`src/rtl/wdog_pkg.sv`:
```
// Package: shared constants for the watchdog block.
// Holds the register addresses and bit positions that the register
// decode and the bench both rely on.
package wdog_pkg;

    localparam int DATA_W = 8;
    localparam int ADDR_W = 2;

    // Register addresses
    localparam logic [ADDR_W-1:0] ADDR_CTRL   = 2'd0;
    localparam logic [ADDR_W-1:0] ADDR_RELOAD = 2'd1;
    localparam logic [ADDR_W-1:0] ADDR_CNT_LO = 2'd2;
    localparam logic [ADDR_W-1:0] ADDR_CNT_HI = 2'd3;

    // Control / status bit positions (address 0)
    localparam int BIT_ARM  = 0;
    localparam int BIT_KICK = 1;
    localparam int BIT_RUN  = 1;
    localparam int BIT_WFLG = 2;

    // Reload register bit positions (address 1)
    localparam int BIT_SLOW = 7;

endpackage

```
`src/rtl/wdog_prescaler.sv`:
```
// Module: wdog_prescaler
// Divides the incoming tick by FAST_DIV or SLOW_DIV and emits one step
// pulse per division period.
// Assumes: FAST_DIV <= SLOW_DIV, both >= 2. The phase is held at zero
// while the timer is stopped, and is cleared by a refresh.
module wdog_prescaler #(
    parameter int FAST_DIV = 2,
    parameter int SLOW_DIV = 16
) (
    input  logic clk,
    input  logic rst_n,
    input  logic run_i,
    input  logic hold_i,
    input  logic tick_i,
    input  logic slow_i,
    input  logic clr_i,
    output logic step_o
);

    localparam int PW = (SLOW_DIV > 2) ? $clog2(SLOW_DIV) : 1;
    localparam logic [PW-1:0] FAST_LIM = PW'(FAST_DIV - 1);
    localparam logic [PW-1:0] SLOW_LIM = PW'(SLOW_DIV - 1);

    logic [PW-1:0] phase_q;
    logic [PW-1:0] limit;
    logic          advance;
    logic          at_end;

    // Select the terminal phase for the chosen rate.
    always_comb begin
        limit   = slow_i ? SLOW_LIM : FAST_LIM;
        advance = run_i && !hold_i && tick_i;
        at_end  = (phase_q >= limit);
        step_o  = advance && at_end;
    end

    // Advance the phase on each accepted tick, wrapping at the limit.
    always_ff @(posedge clk) begin
        if (!rst_n || !run_i || clr_i) begin
            phase_q <= '0;
        end else if (advance) begin
            phase_q <= at_end ? '0 : phase_q + 1'b1;
        end
    end

endmodule

```
`src/rtl/wdog_counter.sv`:
```
// Module: wdog_counter
// The watchdog count register. A load presets the upper REL_W bits from
// the reload value and clears the lower bits. A step increments it.
// Assumes: load and step may coincide, and the load wins. The wrap flag
// is combinational and marks a step taken from the all-ones value.
module wdog_counter #(
    parameter int CNT_W = 15,
    parameter int REL_W = 7
) (
    input  logic             clk,
    input  logic             rst_n,
    input  logic             step_i,
    input  logic             load_i,
    input  logic [REL_W-1:0] reload_i,
    output logic [CNT_W-1:0] cnt_o,
    output logic             wrap_o
);

    localparam int LO_W = CNT_W - REL_W;

    logic [CNT_W-1:0] cnt_q;

    // Flag the terminal step that rolls the counter back to zero.
    always_comb begin
        wrap_o = step_i && !load_i && (&cnt_q);
        cnt_o  = cnt_q;
    end

    // Load takes priority over the count step.
    always_ff @(posedge clk) begin
        if (!rst_n) begin
            cnt_q <= '0;
        end else if (load_i) begin
            cnt_q <= {reload_i, {LO_W{1'b0}}};
        end else if (step_i) begin
            cnt_q <= cnt_q + 1'b1;
        end
    end

endmodule

```
`src/rtl/wdog_regs.sv`:
```
// Module: wdog_regs
// Register decode for the watchdog. Holds the reload value, the rate
// select, the arm state of the two-write refresh, the run state and the
// sticky watchdog status bit. Also drives the combinational readback.
// Assumes: one write per cycle. wrap_i comes from the counter in the
// same cycle.
module wdog_regs
    import wdog_pkg::*;
#(
    parameter int CNT_W = 15,
    parameter int REL_W = 7
) (
    input  logic              clk,
    input  logic              rst_n,
    input  logic              wr_en_i,
    input  logic [ADDR_W-1:0] wr_addr_i,
    input  logic [DATA_W-1:0] wr_data_i,
    input  logic [ADDR_W-1:0] rd_addr_i,
    input  logic [CNT_W-1:0]  cnt_i,
    input  logic              wrap_i,
    output logic              refresh_o,
    output logic              run_o,
    output logic              slow_o,
    output logic [REL_W-1:0]  reload_o,
    output logic              flag_o,
    output logic [DATA_W-1:0] rd_data_o
);

    localparam int LO_W = CNT_W - REL_W;

    logic             arm_q;
    logic             run_q;
    logic             flag_q;
    logic             slow_q;
    logic [REL_W-1:0] reload_q;
    logic             wr_ctrl;
    logic             wr_rel;
    logic             kick;

    // Decode the write strobes and the completed refresh handshake.
    always_comb begin
        wr_ctrl   = wr_en_i && (wr_addr_i == ADDR_CTRL);
        wr_rel    = wr_en_i && (wr_addr_i == ADDR_RELOAD);
        kick      = wr_ctrl && wr_data_i[BIT_KICK];
        refresh_o = kick && arm_q;
    end

    // Arm state: set by an arm write, cleared by any other write.
    always_ff @(posedge clk) begin
        if (!rst_n) begin
            arm_q <= 1'b0;
        end else if (wr_en_i) begin
            arm_q <= wr_ctrl && wr_data_i[BIT_ARM] && !refresh_o;
        end
    end

    // Run state: set by a kick, cleared only by a rollover.
    always_ff @(posedge clk) begin
        if (!rst_n) begin
            run_q <= 1'b0;
        end else if (wrap_i) begin
            run_q <= 1'b0;
        end else if (kick) begin
            run_q <= 1'b1;
        end
    end

    // Sticky watchdog status: set by a rollover, cleared only by reset.
    always_ff @(posedge clk) begin
        if (!rst_n) begin
            flag_q <= 1'b0;
        end else if (wrap_i) begin
            flag_q <= 1'b1;
        end
    end

    // Reload value and rate select.
    always_ff @(posedge clk) begin
        if (!rst_n) begin
            reload_q <= '0;
            slow_q   <= 1'b0;
        end else if (wr_rel) begin
            reload_q <= wr_data_i[REL_W-1:0];
            slow_q   <= wr_data_i[BIT_SLOW];
        end
    end

    // Readback multiplexer.
    always_comb begin
        rd_data_o = '0;
        case (rd_addr_i)
            ADDR_CTRL: begin
                rd_data_o[BIT_ARM]  = arm_q;
                rd_data_o[BIT_RUN]  = run_q;
                rd_data_o[BIT_WFLG] = flag_q;
            end
            ADDR_RELOAD: begin
                rd_data_o[REL_W-1:0] = reload_q;
                rd_data_o[BIT_SLOW]  = slow_q;
            end
            ADDR_CNT_LO: rd_data_o = DATA_W'(cnt_i[LO_W-1:0]);
            ADDR_CNT_HI: rd_data_o = DATA_W'(cnt_i[CNT_W-1:LO_W]);
            default:     rd_data_o = '0;
        endcase
    end

    assign run_o    = run_q;
    assign slow_o   = slow_q;
    assign reload_o = reload_q;
    assign flag_o   = flag_q;

endmodule

```
`src/rtl/wdog_core.sv`:
```
// Module: wdog_core (top)
// Programmable watchdog: a prescaler, a 15-bit counter with an upper-bit
// reload, a two-write refresh handshake, and a registered one-cycle
// reset request on rollover.
// Assumes: rst_n is the external reset, sampled synchronously. tick_i is
// a clock enable at the base count rate.
module wdog_core
    import wdog_pkg::*;
#(
    parameter int CNT_W    = 15,
    parameter int REL_W    = 7,
    parameter int FAST_DIV = 2,
    parameter int SLOW_DIV = 16
) (
    input  logic              clk,
    input  logic              rst_n,
    input  logic              tick_i,
    input  logic              idle_i,
    input  logic              pdown_i,
    input  logic              wr_en_i,
    input  logic [ADDR_W-1:0] wr_addr_i,
    input  logic [DATA_W-1:0] wr_data_i,
    input  logic [ADDR_W-1:0] rd_addr_i,
    output logic [DATA_W-1:0] rd_data_o,
    output logic              rst_req_o
);

    logic             hold;
    logic             step;
    logic             wrap;
    logic             refresh;
    logic             run;
    logic             slow;
    logic             flag;
    logic [REL_W-1:0] reload;
    logic [CNT_W-1:0] cnt;
    logic             rst_req_q;

    // Either low-power mode freezes the count path.
    assign hold = idle_i || pdown_i;

    wdog_regs #(
        .CNT_W (CNT_W),
        .REL_W (REL_W)
    ) regs_i (
        .clk       (clk),
        .rst_n     (rst_n),
        .wr_en_i   (wr_en_i),
        .wr_addr_i (wr_addr_i),
        .wr_data_i (wr_data_i),
        .rd_addr_i (rd_addr_i),
        .cnt_i     (cnt),
        .wrap_i    (wrap),
        .refresh_o (refresh),
        .run_o     (run),
        .slow_o    (slow),
        .reload_o  (reload),
        .flag_o    (flag),
        .rd_data_o (rd_data_o)
    );

    wdog_prescaler #(
        .FAST_DIV (FAST_DIV),
        .SLOW_DIV (SLOW_DIV)
    ) pre_i (
        .clk    (clk),
        .rst_n  (rst_n),
        .run_i  (run),
        .hold_i (hold),
        .tick_i (tick_i),
        .slow_i (slow),
        .clr_i  (refresh),
        .step_o (step)
    );

    wdog_counter #(
        .CNT_W (CNT_W),
        .REL_W (REL_W)
    ) cnt_i (
        .clk      (clk),
        .rst_n    (rst_n),
        .step_i   (step),
        .load_i   (refresh),
        .reload_i (reload),
        .cnt_o    (cnt),
        .wrap_o   (wrap)
    );

    // Register the rollover into a single-cycle reset request.
    always_ff @(posedge clk) begin
        if (!rst_n) begin
            rst_req_q <= 1'b0;
        end else begin
            rst_req_q <= wrap;
        end
    end

    assign rst_req_o = rst_req_q;

endmodule

```
`config.mk`:
```
export PLATFORM = sky130hd
export DESIGN_NAME = wdog_core
export DESIGN_NICKNAME = d
export VERILOG_FILES = /design/src/rtl/wdog_pkg.sv /design/src/rtl/wdog_prescaler.sv /design/src/rtl/wdog_counter.sv /design/src/rtl/wdog_regs.sv /design/src/rtl/wdog_core.sv
export SDC_FILE = /design/constraint.sdc
export NUM_CORES = 1
export LEC_CHECK = 0
export CAP_MARGIN = 10
export CORE_MARGIN = 2
export CORE_UTILIZATION = 34
export CTS_BUF_LIST = sky130_fd_sc_hd__clkbuf_4 sky130_fd_sc_hd__clkbuf_8
export DETAILED_ROUTE_END_ITERATION = 8
export GPL_TIMING_DRIVEN = 0
export PLACE_DENSITY = 0.52
export REMOVE_ABC_BUFFERS = 1
export SYNTH_ARGS = -nofsm -noshare
export SYNTH_HDL_FRONTEND = slang
export SYNTH_SLANG_ARGS = --single-unit
```
`constraint.sdc`:
```
create_clock -name clk -period 6.4 [get_ports clk]
set_input_delay 1.92 -clock clk [delete_from_list [all_inputs] [get_ports clk]]
set_output_delay 1.92 -clock clk [all_outputs]
set_load 0.01 [all_outputs]
```
==> results of run 1 <==
[cell type report]
| type | instances | area, sq um | area share, % |
|---|---|---|---|
| Sequential cell | 31 | 620.6 | 28.44 |
| Tap cell | 70 | 87.58 | 4.014 |
| Inverter | 3 | 11.26 | 0.5161 |
| Timing Repair Buffer | 26 | 260.3 | 11.93 |
| Clock buffer | 6 | 76.32 | 3.498 |
| Multi-Input combinational cell | 157 | 1126 | 51.61 |
[cell usage after synthesis (all sizes together) (5+ instances only)]
cell / instances / area share, %
nand2b: 6 / 2.1
nor2: 14 / 2.9
dfxtp: 31 / 34
nand4: 10 / 3.4
mux2i: 9 / 4.9
clkbuf: 10 / 2.1
a21oi: 12 / 3.9
nand2: 15 / 3.1
ha: 5 / 3.4
nand3: 14 / 3.8
o21ai: 9 / 2.5
buf: 5 / 1.8
[power breakdown]
group	internal [mW]	switching [mW]	leakage [nW]
Clock	0.0765	0.0692	0.0406
Combinational	0.0172	0.0150	0.475
Sequential	0.195	0.00277	0.250
[through the flow]
stage | power [mW] | setup WS, ns | util, % | area (sq um) | cells
2_1_floorplan | 0.2144 | 2.049 | - | 1758 | 191
3_3_place_gp | 0.2342 | 0.5815 | 40.97 | 2106 | 287
3_5_place_dp | 0.2344 | 0.5872 | 40.97 | 2106 | 287
4_1_cts | 0.3794 | 0.5880 | 42.45 | 2182 | 293
5_1_grt | 0.3930 | 0.4841 | 42.45 | 2182 | 293
6_report | 0.3760 | 0.5722 | 42.45 | 2182 | 293
[routing by layer]
layer | routed length [um] | vias to the layer above
met3 | 150 | 8
met5 | 0 | -
met4 | 65 | 0
met2 | 2339 | 34
li1 | - | 828
met1 | 2426 | 829
[cells by family after synthesis]
family                   Yosys count  share of synthesized area, %
AO/OA/AOI/OAI                     49                         19.30
AND/OR/NAND/NOR                   84                         26.35
flip-flops                        31                         33.95
XOR/XNOR                           3                         1.438
buffers and inverters             18                         4.449
multiplexers                      16                         11.09
adder cells (fa/ha/maj)            5                         3.422
[worst max path at each step]
| stage | from | depth (start not counted) | endpoint |
|---|---|---|---|
| 3_5_place_dp | rd_addr_i[0] | 4 | rd_data_o[3] |
| 2_1_floorplan | rd_addr_i[0] | 2 | rd_data_o[3] |
| 6_report | rd_addr_i[0] | 4 | rd_data_o[3] |
| 3_3_place_gp | rd_addr_i[0] | 4 | rd_data_o[3] |
| 4_1_cts | rd_addr_i[0] | 4 | rd_data_o[3] |
| 5_1_grt | rd_addr_i[0] | 4 | rd_data_o[3] |
[sequential cells by signal (all words and copies together) (netlist names)]
register / flops
cnt_i.cnt_o: 15
regs_i.flag_o: 1
pre_i.phase_q: 4
regs_i.arm_q: 1
regs_i.slow_o: 1
regs_i.run_o: 1
regs_i.reload_o: 7
rst_req_o: 1
==> results.md, run 1 <==
- Status: finished clean
- Die Ht: 77.33 um
- GR met2 Demand/Resource: 27.13%
- Most Frequent Cell on Critical Path: clkdlybuf4s50_1
- Cts hold-fix bufs: 0
- Most frequent cells in the layout: dfxtp_1, clkdlybuf4s50_1, nand2_1
- Critical path's slowest cell: clkdlybuf4s50_1
- GR peak layer: met2
- Met3 GRT Util: 3.294%
- Commonest non-fill, non-tap cell in the layout: dfxtp_1
- Max-slew headroom: 40.51%
- Crit-path max FO: 9
- Slew Viols, Final: 0
- Hold Path Cell Cnt: 1
- Max stage delay on crit path: 0.76 ns
- GRT Total Usage: 17.78%
- FF+latch count, synth: 31
- ANT nets after route: 0
- Largest net degree at the start of global routing: 28
- Number of flops mapped to enable cells by yosys: 0
- Post-CTS sizing: 0
- RSZ-0062 raised after global routing: no
- Boundary Pins: 27
- Setup bufs post-CTS: 0
- Max-Cap Viols: 0
- Crit Path Class: in -> out
- Worst Hold Path EP: regs_i.flag_o
- First-pass GRT wire length: 8431 um
- Flop-to-flop setup slack: 4.15 ns
- CP Launch Type: primary input
- Total grt overflow: 0
- Reg2reg path depth: 6
- Vias/cell: 5.799
- Die width: 77.33 um
- Latest clock arrival within the worst-skew pair: 0.29 ns
- Initial antenna violation count: 0
- Core Rows: 26
- Reg-to-reg critical path endpoint: regs_i.flag_o
- CP arrival: 3.91 ns
- Num CTS Buffers: 5
- FMAX: 0.1716 GHz
- Vias: 1699
- Fin. Hold Viols: 0
- Hold Path Class: reg -> reg
- Hold path startpoint: regs_i.flag_o
- Mapped Cells: 206
- Fillcell total: 539
- Post-synthesis sequential area ratio: 33.95%
- Synthesized cell area: 1828 sq um
- GR Layer Usage met1: 25.16%
- Slew @ Worst Pin: 0.8924 ns
- Core Box Area: 5140 sq um
- Setup TNS Final: 0 ns
- Final nets: 247
- Pre-Repair DR Iteration Count: 4
- CTS tree: done
- Async set or reset register ratio after synthesis: 0%
- Vias in the first global route: 1640
- CTS Sinks: 31
- YS warnings: 0
- Maximum clock path buffer count: 2
- Worst VDD drop: 0.08581 mV
- WHS: 0.4915 ns
- Share of cells above drive strength 1: 7.175%
- Post-DP HPWL: 3456 um
- Clk_skew: 0.006433 ns
- Reg-to-Reg Start: regs_i.slow_o
- PD cells: 172.3 nW/um^2
- Avg WL per Cell: 17.00 um
- Top delay family on crit path: buffers and inverters
- Worst Path Buf+Inv: 2
- Root Buffer: clkbuf_8
- Crit-path cells: clkdlybuf4s50_1 -> nor2b_1 -> a22o_1 -> clkdlybuf4s50_1
- Crit path time final: 5.828 ns
- Most used DFF post-synth: dfxtp_1
- I/O Buffers: 26
- Initial core utilization: 35.56%
- # H-tree levels: 2
- CP Capture Type: output pin
- LEAKAGE: 0.7660 nW
- # DRC: 0
- RePlAce Congestion: 0.7551
- Die ar.: 5979 sq um
- Antenna diode count: 0
- First DRT Iteration DRCs: 90
- CP required: 4.48 ns
- Post-synthesis cell type count: 49
- Worst-path clk slew: 0.06 ns
- Count of final setup violators: 0
- Syn-to-layout area delta: 19.37%
- Syn_area_per_cell: 8.874 sq um
- Final wirelength: 4982 um
- Fin crit share: 91.06%
Note: power is estimated with default switching activity, not from simulation.
==> run 2, diff against run 1 <==
- SLEW_MARGIN: unset -> 20
==> results of run 2 <==
Final layout, timing and power as in run 1 (identical DEF).
==> run 3, diff against run 2 <==
- CAP_MARGIN: 10 -> 20
- TNS_END_PERCENT: unset -> 100
==> results of run 3 <==
Final layout, timing and power as in run 1 (identical DEF).
